<file path="src/rtl/sc_clk_pkg.sv">
// Package: shared constants and types for the smart-card clock / ETU generator.
// Assumes: ETU unit counts are fixed by the card standard (31 or 32).
package sc_clk_pkg;

    localparam int unsigned ETU_UNITS_SHORT = 31;
    localparam int unsigned ETU_UNITS_LONG  = 32;
    localparam int unsigned ETU_UNIT_W      = $clog2(ETU_UNITS_LONG);

    typedef struct packed {
        logic req;    // park the card clock
        logic level;  // level to park at
    } stop_ctrl_t;

endpackage

</file>
<file path="src/rtl/sc_half_period_gen.sv">
// Module: half-period counter producing the free-running virtual card clock.
// What it does: counts max(half_div,1) peripheral cycles per half period and
//   flags each boundary; the divisor is sampled only when a new half period
//   is loaded.
// Assumes: reinit has priority over normal counting.
module sc_half_period_gen #(
    parameter int DIV_W = 8
) (
    input  logic             clk,
    input  logic             rst_n,
    input  logic             reinit,
    input  logic [DIV_W-1:0] half_div,
    output logic             boundary,
    output logic             vclk_rise
);
    localparam logic [DIV_W-1:0] ONE = DIV_W'(1);

    logic [DIV_W-1:0] hcnt;
    logic             vclk_q;
    logic [DIV_W-1:0] n_eff;
    logic [DIV_W-1:0] load_val;

    // Effective half period and its reload value.
    always_comb begin
        n_eff    = (half_div == '0) ? ONE : half_div;
        load_val = n_eff - ONE;
    end

    assign boundary  = (hcnt == '0);
    assign vclk_rise = boundary && !vclk_q;

    // Down-count one half period, reload and toggle the virtual clock at zero.
    always_ff @(posedge clk) begin
        if (!rst_n) begin
            hcnt   <= '0;
            vclk_q <= 1'b0;
        end else if (reinit) begin
            hcnt   <= load_val;
            vclk_q <= 1'b0;
        end else if (boundary) begin
            hcnt   <= load_val;
            vclk_q <= ~vclk_q;
        end else begin
            hcnt   <= hcnt - ONE;
        end
    end

endmodule

</file>
<file path="src/rtl/sc_pin_gate.sv">
// Module: card clock pin driver with stop-at-level control.
// What it does: toggles the pin at each half-period boundary unless a stop
//   is pending and the pin already sits at the requested park level.
// Assumes: boundary comes from sc_half_period_gen; reinit parks the pin low.
module sc_pin_gate
    import sc_clk_pkg::*;
(
    input  logic       clk,
    input  logic       rst_n,
    input  logic       reinit,
    input  logic       boundary,
    input  stop_ctrl_t stop,
    output logic       card_clk
);
    logic pin_q;
    logic hold;

    // Parked when a stop is requested and the pin is already at the level.
    assign hold     = stop.req && (pin_q == stop.level);
    assign card_clk = pin_q;

    // Registered pin: toggles only on boundaries, never mid half-period.
    always_ff @(posedge clk) begin
        if (!rst_n) begin
            pin_q <= 1'b0;
        end else if (reinit) begin
            pin_q <= 1'b0;
        end else if (boundary && !hold) begin
            pin_q <= ~pin_q;
        end
    end

endmodule

</file>
<file path="src/rtl/sc_etu_counter.sv">
// Module: ETU prescaler plus unit counter producing the bit-rate tick.
// What it does: counts virtual card-clock rises modulo max(etu_div,1), then
//   counts those outputs in groups of 31 or 32 and pulses tick once per group.
// Assumes: vclk_rise is never high on two consecutive cycles.
module sc_etu_counter
    import sc_clk_pkg::*;
#(
    parameter int DIV_W = 8
) (
    input  logic             clk,
    input  logic             rst_n,
    input  logic             reinit,
    input  logic             run_en,
    input  logic             vclk_rise,
    input  logic [DIV_W-1:0] etu_div,
    input  logic             etu_wide,
    output logic             tick
);
    localparam int UNIT_W = ETU_UNIT_W;
    localparam logic [DIV_W-1:0]  P_ONE      = DIV_W'(1);
    localparam logic [UNIT_W-1:0] U_ONE      = UNIT_W'(1);
    localparam logic [UNIT_W-1:0] U_LAST_S   = UNIT_W'(ETU_UNITS_SHORT - 1);
    localparam logic [UNIT_W-1:0] U_LAST_L   = UNIT_W'(ETU_UNITS_LONG - 1);

    logic [DIV_W-1:0]  pcnt;
    logic [UNIT_W-1:0] ucnt;
    logic [DIV_W-1:0]  p_last;
    logic [UNIT_W-1:0] u_last;
    logic              p_wrap;
    logic              u_wrap;
    logic              tick_q;

    // Terminal counts; >= tolerates a modulus lowered mid-count.
    always_comb begin
        p_last = ((etu_div == '0) ? P_ONE : etu_div) - P_ONE;
        u_last = etu_wide ? U_LAST_L : U_LAST_S;
        p_wrap = (pcnt >= p_last);
        u_wrap = (ucnt >= u_last);
    end

    assign tick = tick_q;

    // Advance prescaler and unit counter on each virtual clock rise.
    always_ff @(posedge clk) begin
        if (!rst_n || reinit || !run_en) begin
            pcnt   <= '0;
            ucnt   <= '0;
            tick_q <= 1'b0;
        end else if (vclk_rise) begin
            tick_q <= p_wrap && u_wrap;
            if (p_wrap) begin
                pcnt <= '0;
                ucnt <= u_wrap ? '0 : (ucnt + U_ONE);
            end else begin
                pcnt <= pcnt + P_ONE;
            end
        end else begin
            tick_q <= 1'b0;
        end
    end

endmodule

</file>
<file path="src/rtl/sc_clk_etu_gen.sv">
// Module: top of the smart-card clock and ETU generator.
// What it does: ties the half-period generator, the pin gate and the ETU
//   counter together; the ETU runs from the virtual clock so it continues
//   while the visible pin is parked.
// Assumes: all inputs are synchronous to clk.
module sc_clk_etu_gen
    import sc_clk_pkg::*;
#(
    parameter int DIV_W = 8
) (
    input  logic             clk,
    input  logic             rst_n,
    input  logic             run_en,
    input  logic             reinit,
    input  logic [DIV_W-1:0] half_div,
    input  logic [DIV_W-1:0] etu_div,
    input  logic             etu_wide,
    input  logic             stop_req,
    input  logic             stop_high,
    output logic             card_clk,
    output logic             etu_tick
);
    logic       half_bnd;
    logic       half_rise;
    stop_ctrl_t stop_c;

    // Bundle the stop controls for the pin gate.
    always_comb begin
        stop_c.req   = stop_req;
        stop_c.level = stop_high;
    end

    sc_half_period_gen #(.DIV_W(DIV_W)) u_half (
        .clk       (clk),
        .rst_n     (rst_n),
        .reinit    (reinit),
        .half_div  (half_div),
        .boundary  (half_bnd),
        .vclk_rise (half_rise)
    );

    sc_pin_gate u_pin (
        .clk      (clk),
        .rst_n    (rst_n),
        .reinit   (reinit),
        .boundary (half_bnd),
        .stop     (stop_c),
        .card_clk (card_clk)
    );

    sc_etu_counter #(.DIV_W(DIV_W)) u_etu (
        .clk       (clk),
        .rst_n     (rst_n),
        .reinit    (reinit),
        .run_en    (run_en),
        .vclk_rise (half_rise),
        .etu_div   (etu_div),
        .etu_wide  (etu_wide),
        .tick      (etu_tick)
    );

endmodule

</file>
<file path="config.mk">
export PLATFORM = sky130hd
export DESIGN_NAME = sc_clk_etu_gen
export DESIGN_NICKNAME = d
export VERILOG_FILES = /design/src/rtl/sc_clk_pkg.sv /design/src/rtl/sc_half_period_gen.sv /design/src/rtl/sc_pin_gate.sv /design/src/rtl/sc_etu_counter.sv /design/src/rtl/sc_clk_etu_gen.sv
export SDC_FILE = /design/constraint.sdc
export NUM_CORES = 1
export LEC_CHECK = 0
export ABC_AREA = 1
export BUFFER_PORTS_ARGS = -buffer_cell sky130_fd_sc_hd__buf_4
export CORE_MARGIN = 3
export CORE_UTILIZATION = 40
export CTS_BUF_LIST = sky130_fd_sc_hd__clkbuf_8
export DETAILED_ROUTE_END_ITERATION = 8
export SLEW_MARGIN = 20
export SYNTH_ARGS = -nofsm -noshare
export SYNTH_HDL_FRONTEND = slang
export SYNTH_SLANG_ARGS = --single-unit
</file>
<file path="constraint.sdc">
create_clock -name clk -period 3.05 [get_ports clk]
set_clock_uncertainty 0.2 [all_clocks]
set_input_delay 0.1525 -clock clk [delete_from_list [all_inputs] [get_ports clk]]
set_output_delay 0.1525 -clock clk [all_outputs]
set_load 0.1 [all_outputs]
</file>
==> results <==
- In this run, the clock network consumes between 20% and 30% of the power.
- The critical path contains buffers and inverters numbering 3 combined.
- The most common library cell in the layout ignoring fill and taps is sky130_fd_sc_hd__nand2_1.
- The share of cells above drive strength 1 is a little under an eighth.
- The global placement routability congestion is roughly 0.8.
- TritonCTS built the clock tree.
- Headroom to the max-slew limit came out at roughly three quarters.
- The first-pass detailed-route iteration total is 4.
- The post-route antenna net violation count is 0.
- Grouping stages by cell kind, the critical path spends the most delay in simple AND/OR/NAND/NOR gates.
- The sum of negative setup slack is 0 ns.
- After synthesis, the mean cell area works out to between 6 and 7 um2.
- The floorplan die width is approximately 70 um.
- In this run the static leakage power is 1.00 nW.
- The flow ran to the end, and the final reports show no timing, DRC or antenna violations.
- The cell with the most instances on the worst path is sky130_fd_sc_hd__nand2_1.
- CTS placed an instance of sky130_fd_sc_hd__clkbuf_8 at the clock tree root.
- Walking the worst path, the cells encountered are buf_4 -> nor2_1 -> nand3_1 -> o21ai_0 -> inv_1 -> ha_1 -> nand2_1 -> nor3_1 -> xor2_1 -> inv_1 -> ha_1 -> nand2_1 -> o21a_1 -> nand2_1 -> nand2_1 -> nand2_2 -> a21oi_1.
- The number of nets in the synthesized netlist is 306.
- Setup violations remaining at the end of the flow were counted as 0.
- In this run the power density over the cells is between 300 and 400 nW/um2.
- The slowest stage of the critical path is the sky130_fd_sc_hd__ha_1 cell.
- The analysis attributes to net switching a power of 0.000206 W.
- After global routing the overflow that remains totals 0.
- The proportion of power drawn by flip-flops and latches is 46.7%.
- For this run, design rule violations remaining after detail routing come to 0.
- STA puts the critical path data arrival time at between 2 and 2.5 ns.
- The number of buffers inserted by port buffering is 24.
- In this run the count of I/O pins placed on the die edge is 25.
- The number of clock sinks is 24.
- The switching share of power is roughly 28%.
- The routed layout has around 1600 vias.
- The maximum clock frequency is 0.393 GHz.
- The total core area is a little over 4000 um2.
- The via count of the first global-routing pass is approximately 1500.
- The met2 track demand over resource is a little under a quarter.
- The wire length after detailed routing is approximately 3.5 mm.
- In this design, the stage delay of the slowest critical-path cell is about 0.27 ns.
- Buffers inserted during clock tree synthesis total 3.
- The number of DRC markers in iteration 0 is 43.
- The top cell types in the final layout, fill and taps aside, are sky130_fd_sc_hd__nand2_1, sky130_fd_sc_hd__inv_1, sky130_fd_sc_hd__nor2_1.
- The number of setup buffers added after CTS is 0.
- The starting utilization of the core area is 42.3%.
- The max-capacitance violation count is 0.
- For this run, the total global-route usage over all layers was measured as approximately 15%.
- The logic gate share of total power is 24.4%.
- The number of slew-limit violations in the final report is 0.
- Setup repair after global routing left no endpoint under its margin.
- The placed wire-length estimate is approximately 2.8 mm.
- For this run, the number of Yosys warnings is 0.
- The data required time at the worst endpoint is approximately 3.0 ns.
- The global-route wire length before repair is just over 6 mm.
- Internal power comes to approximately 0.00052 W.
- The number of rows created at floorplan is 23.
- The path category of the worst min-delay check is in -> reg.
- The final period demand of the worst path is around 2.5 ns.
- For the pin with the worst max-slew slack, the measured transition is 0.357 ns.
- The detail-routed via count per cell is 4.61.
- The sort of element at the start of the critical path is an input pin.
- In the final routed layout, each cell accounts on average for around 10 um.
- The layout filler cell count is around 430.
- After clock tree synthesis, the clock-pin slew on the worst setup and hold paths is around 0.080 ns.
- The final layout net count is 340.
- The chip height is between 70 and 80 um.
- In this run the most used layer during global routing was met2.
- The initial antenna violation count is 0.
- CTS built an H-tree with a depth of 1.
- Counting flops and latches in the post-synthesis netlist gives 24.
- The clock passes through at most 2 buffers.
- In this run the cell area of the synthesized design comes to between 1500 and 2000 um2.
- The largest net degree at the start of global routing is 14.
- In this run the worst path has a maximum fanout of 7.
- For met1 alone, demand over resource in global routing was between 20% and 30%.
- The global routing usage on met3 is 1.96%.
- Across all hold checks on the routed design, the worst slack comes to between 0.02 and 0.025 ns.
- The start-to-end type of the worst setup path is in -> reg.
- The final count of hold timing violations came to 0.
- The synthesized instance count is 269.
- STA classifies the critical path endpoint as a flop.
- The number of distinct standard cells referenced by the synthesized netlist is 25.
- The area growth from synthesis to layout is 20.3%.
- The post-route clock period utilization is between 80% and 90%.
- The register area share after synthesis is approximately 28%.
- 0 antenna diodes ended up in the layout.
- The largest voltage drop on the vdd net is about 0.22 mV.
- For the worst-skew pair, the clock arrives at the later sink with an insertion delay of between 0.2 and 0.3 ns.
- The area of the die is about 5100 um2.
state kept, by name, indices dropped and copies added (netlist names):
register / cells
u_etu.pcnt: 8
u_half.hcnt: 8
u_etu.ucnt: 5
u_etu.tick: 1
u_half.vclk_q: 1
u_pin.card_clk: 1
cells in the mapped netlist:
cell	count	area, um2
sky130_fd_sc_hd__inv_1	45	169
sky130_fd_sc_hd__nand3b_1	1	7.51
sky130_fd_sc_hd__o21ai_0	10	50.1
sky130_fd_sc_hd__nor2_1	30	113
sky130_fd_sc_hd__nand2_1	74	278
sky130_fd_sc_hd__nor3_4	1	16.3
sky130_fd_sc_hd__a211oi_1	1	7.51
sky130_fd_sc_hd__nor2_2	2	12.5
sky130_fd_sc_hd__or2_1	1	6.26
sky130_fd_sc_hd__nand2_2	2	12.5
sky130_fd_sc_hd__o41ai_1	1	8.76
sky130_fd_sc_hd__o21bai_1	1	7.51
sky130_fd_sc_hd__dfxtp_1	24	480
sky130_fd_sc_hd__nand4_1	2	12.5
sky130_fd_sc_hd__xor2_1	9	78.8
sky130_fd_sc_hd__a21oi_1	14	70.1
sky130_fd_sc_hd__nor2_4	1	11.3
sky130_fd_sc_hd__nand3_1	20	100
sky130_fd_sc_hd__ha_1	14	175
sky130_fd_sc_hd__a31oi_1	1	6.26
sky130_fd_sc_hd__xnor2_1	5	43.8
sky130_fd_sc_hd__a21boi_0	1	7.51
sky130_fd_sc_hd__buf_4	1	7.51
sky130_fd_sc_hd__nor3_1	6	30.0
sky130_fd_sc_hd__o21a_1	2	15.0
power groups by stage:
stage	registers, W	logic, W	clock network [W]
after detailed placement	0.000345	0.000171	0
final	0.000338	0.000176	0.000209
after global placement	0.000345	0.000171	0
after global routing	0.000340	0.000202	0.000225
after floorplan	0.000347	0.000115	0
after CTS	0.000338	0.000177	0.000215
layout make-up:
class	instances	area, um2	share of cell area [%]
multi-input combinational	199	1070	51.6
sequential	24	480	23.1
timing repair buffer	30	238	11.4
inverter	45	169	8.13
tap	50	62.6	3.01
clock buffer	4	55.1	2.65
logic make-up (layout without fill, tap and decap cells):
group | Yosys count | in the layout | synth area share (%)
buffers and inverters | 46 | 79 | 10.2
xor gates and xnor gates | 14 | 14 | 7.10
and+or+nand+nor | 140 | 140 | 34.7
adders and majority gates | 14 | 14 | 10.1
DFF | 24 | 24 | 27.8
AOI/OAI and AO/OA | 31 | 31 | 10.0
metal layers:
layer	wire length (um)	vias up
li1	-	913
met1	1890	683
met2	1490	26
met3	144	2
met4	17	0
met5	0	-
repair_timing:
item | in CTS | in global routing
hold endpoints to repair | 5 | 0
setup endpoints to repair | 0 | 3
hold buffers | 5 | 0
gates resized for setup | 0 | 1
worst paths after layout:
check        cells past startpoint  slack, ns        endpoint     startpoint
min reg2reg                      2       0.30   u_half.vclk_q  u_half.vclk_q
max reg2reg                     11       1.04   u_etu.pcnt[0]  u_etu.pcnt[0]
min                              5       0.02  u_half.hcnt[3]    half_div[3]
max                             17       0.51   u_etu.pcnt[0]     etu_div[3]
tightest hold or removal path, delay by kind of cell:
| kind | cells | cell delay [ns] |
|---|---|---|
| simple gates | 2 | 0.12 |
| compound gates | 1 | 0.07 |
| buf+inv | 2 | 0.12 |
per-stage QoR:
step	setup WS [ns]	power, W	utilization, %	instances	cell area [um2]
2_1_floorplan	0.588	0.000462	-	269	1730
3_3_place_gp	0.239	0.000516	48.2	343	1970
3_5_place_dp	0.138	0.000516	48.2	343	1970
4_1_cts	0.407	0.000730	50.8	352	2070
5_1_grt	0.0778	0.000766	50.8	352	2080
6_report	0.507	0.000723	50.8	352	2080
Power figures use the tool's default switching activity.
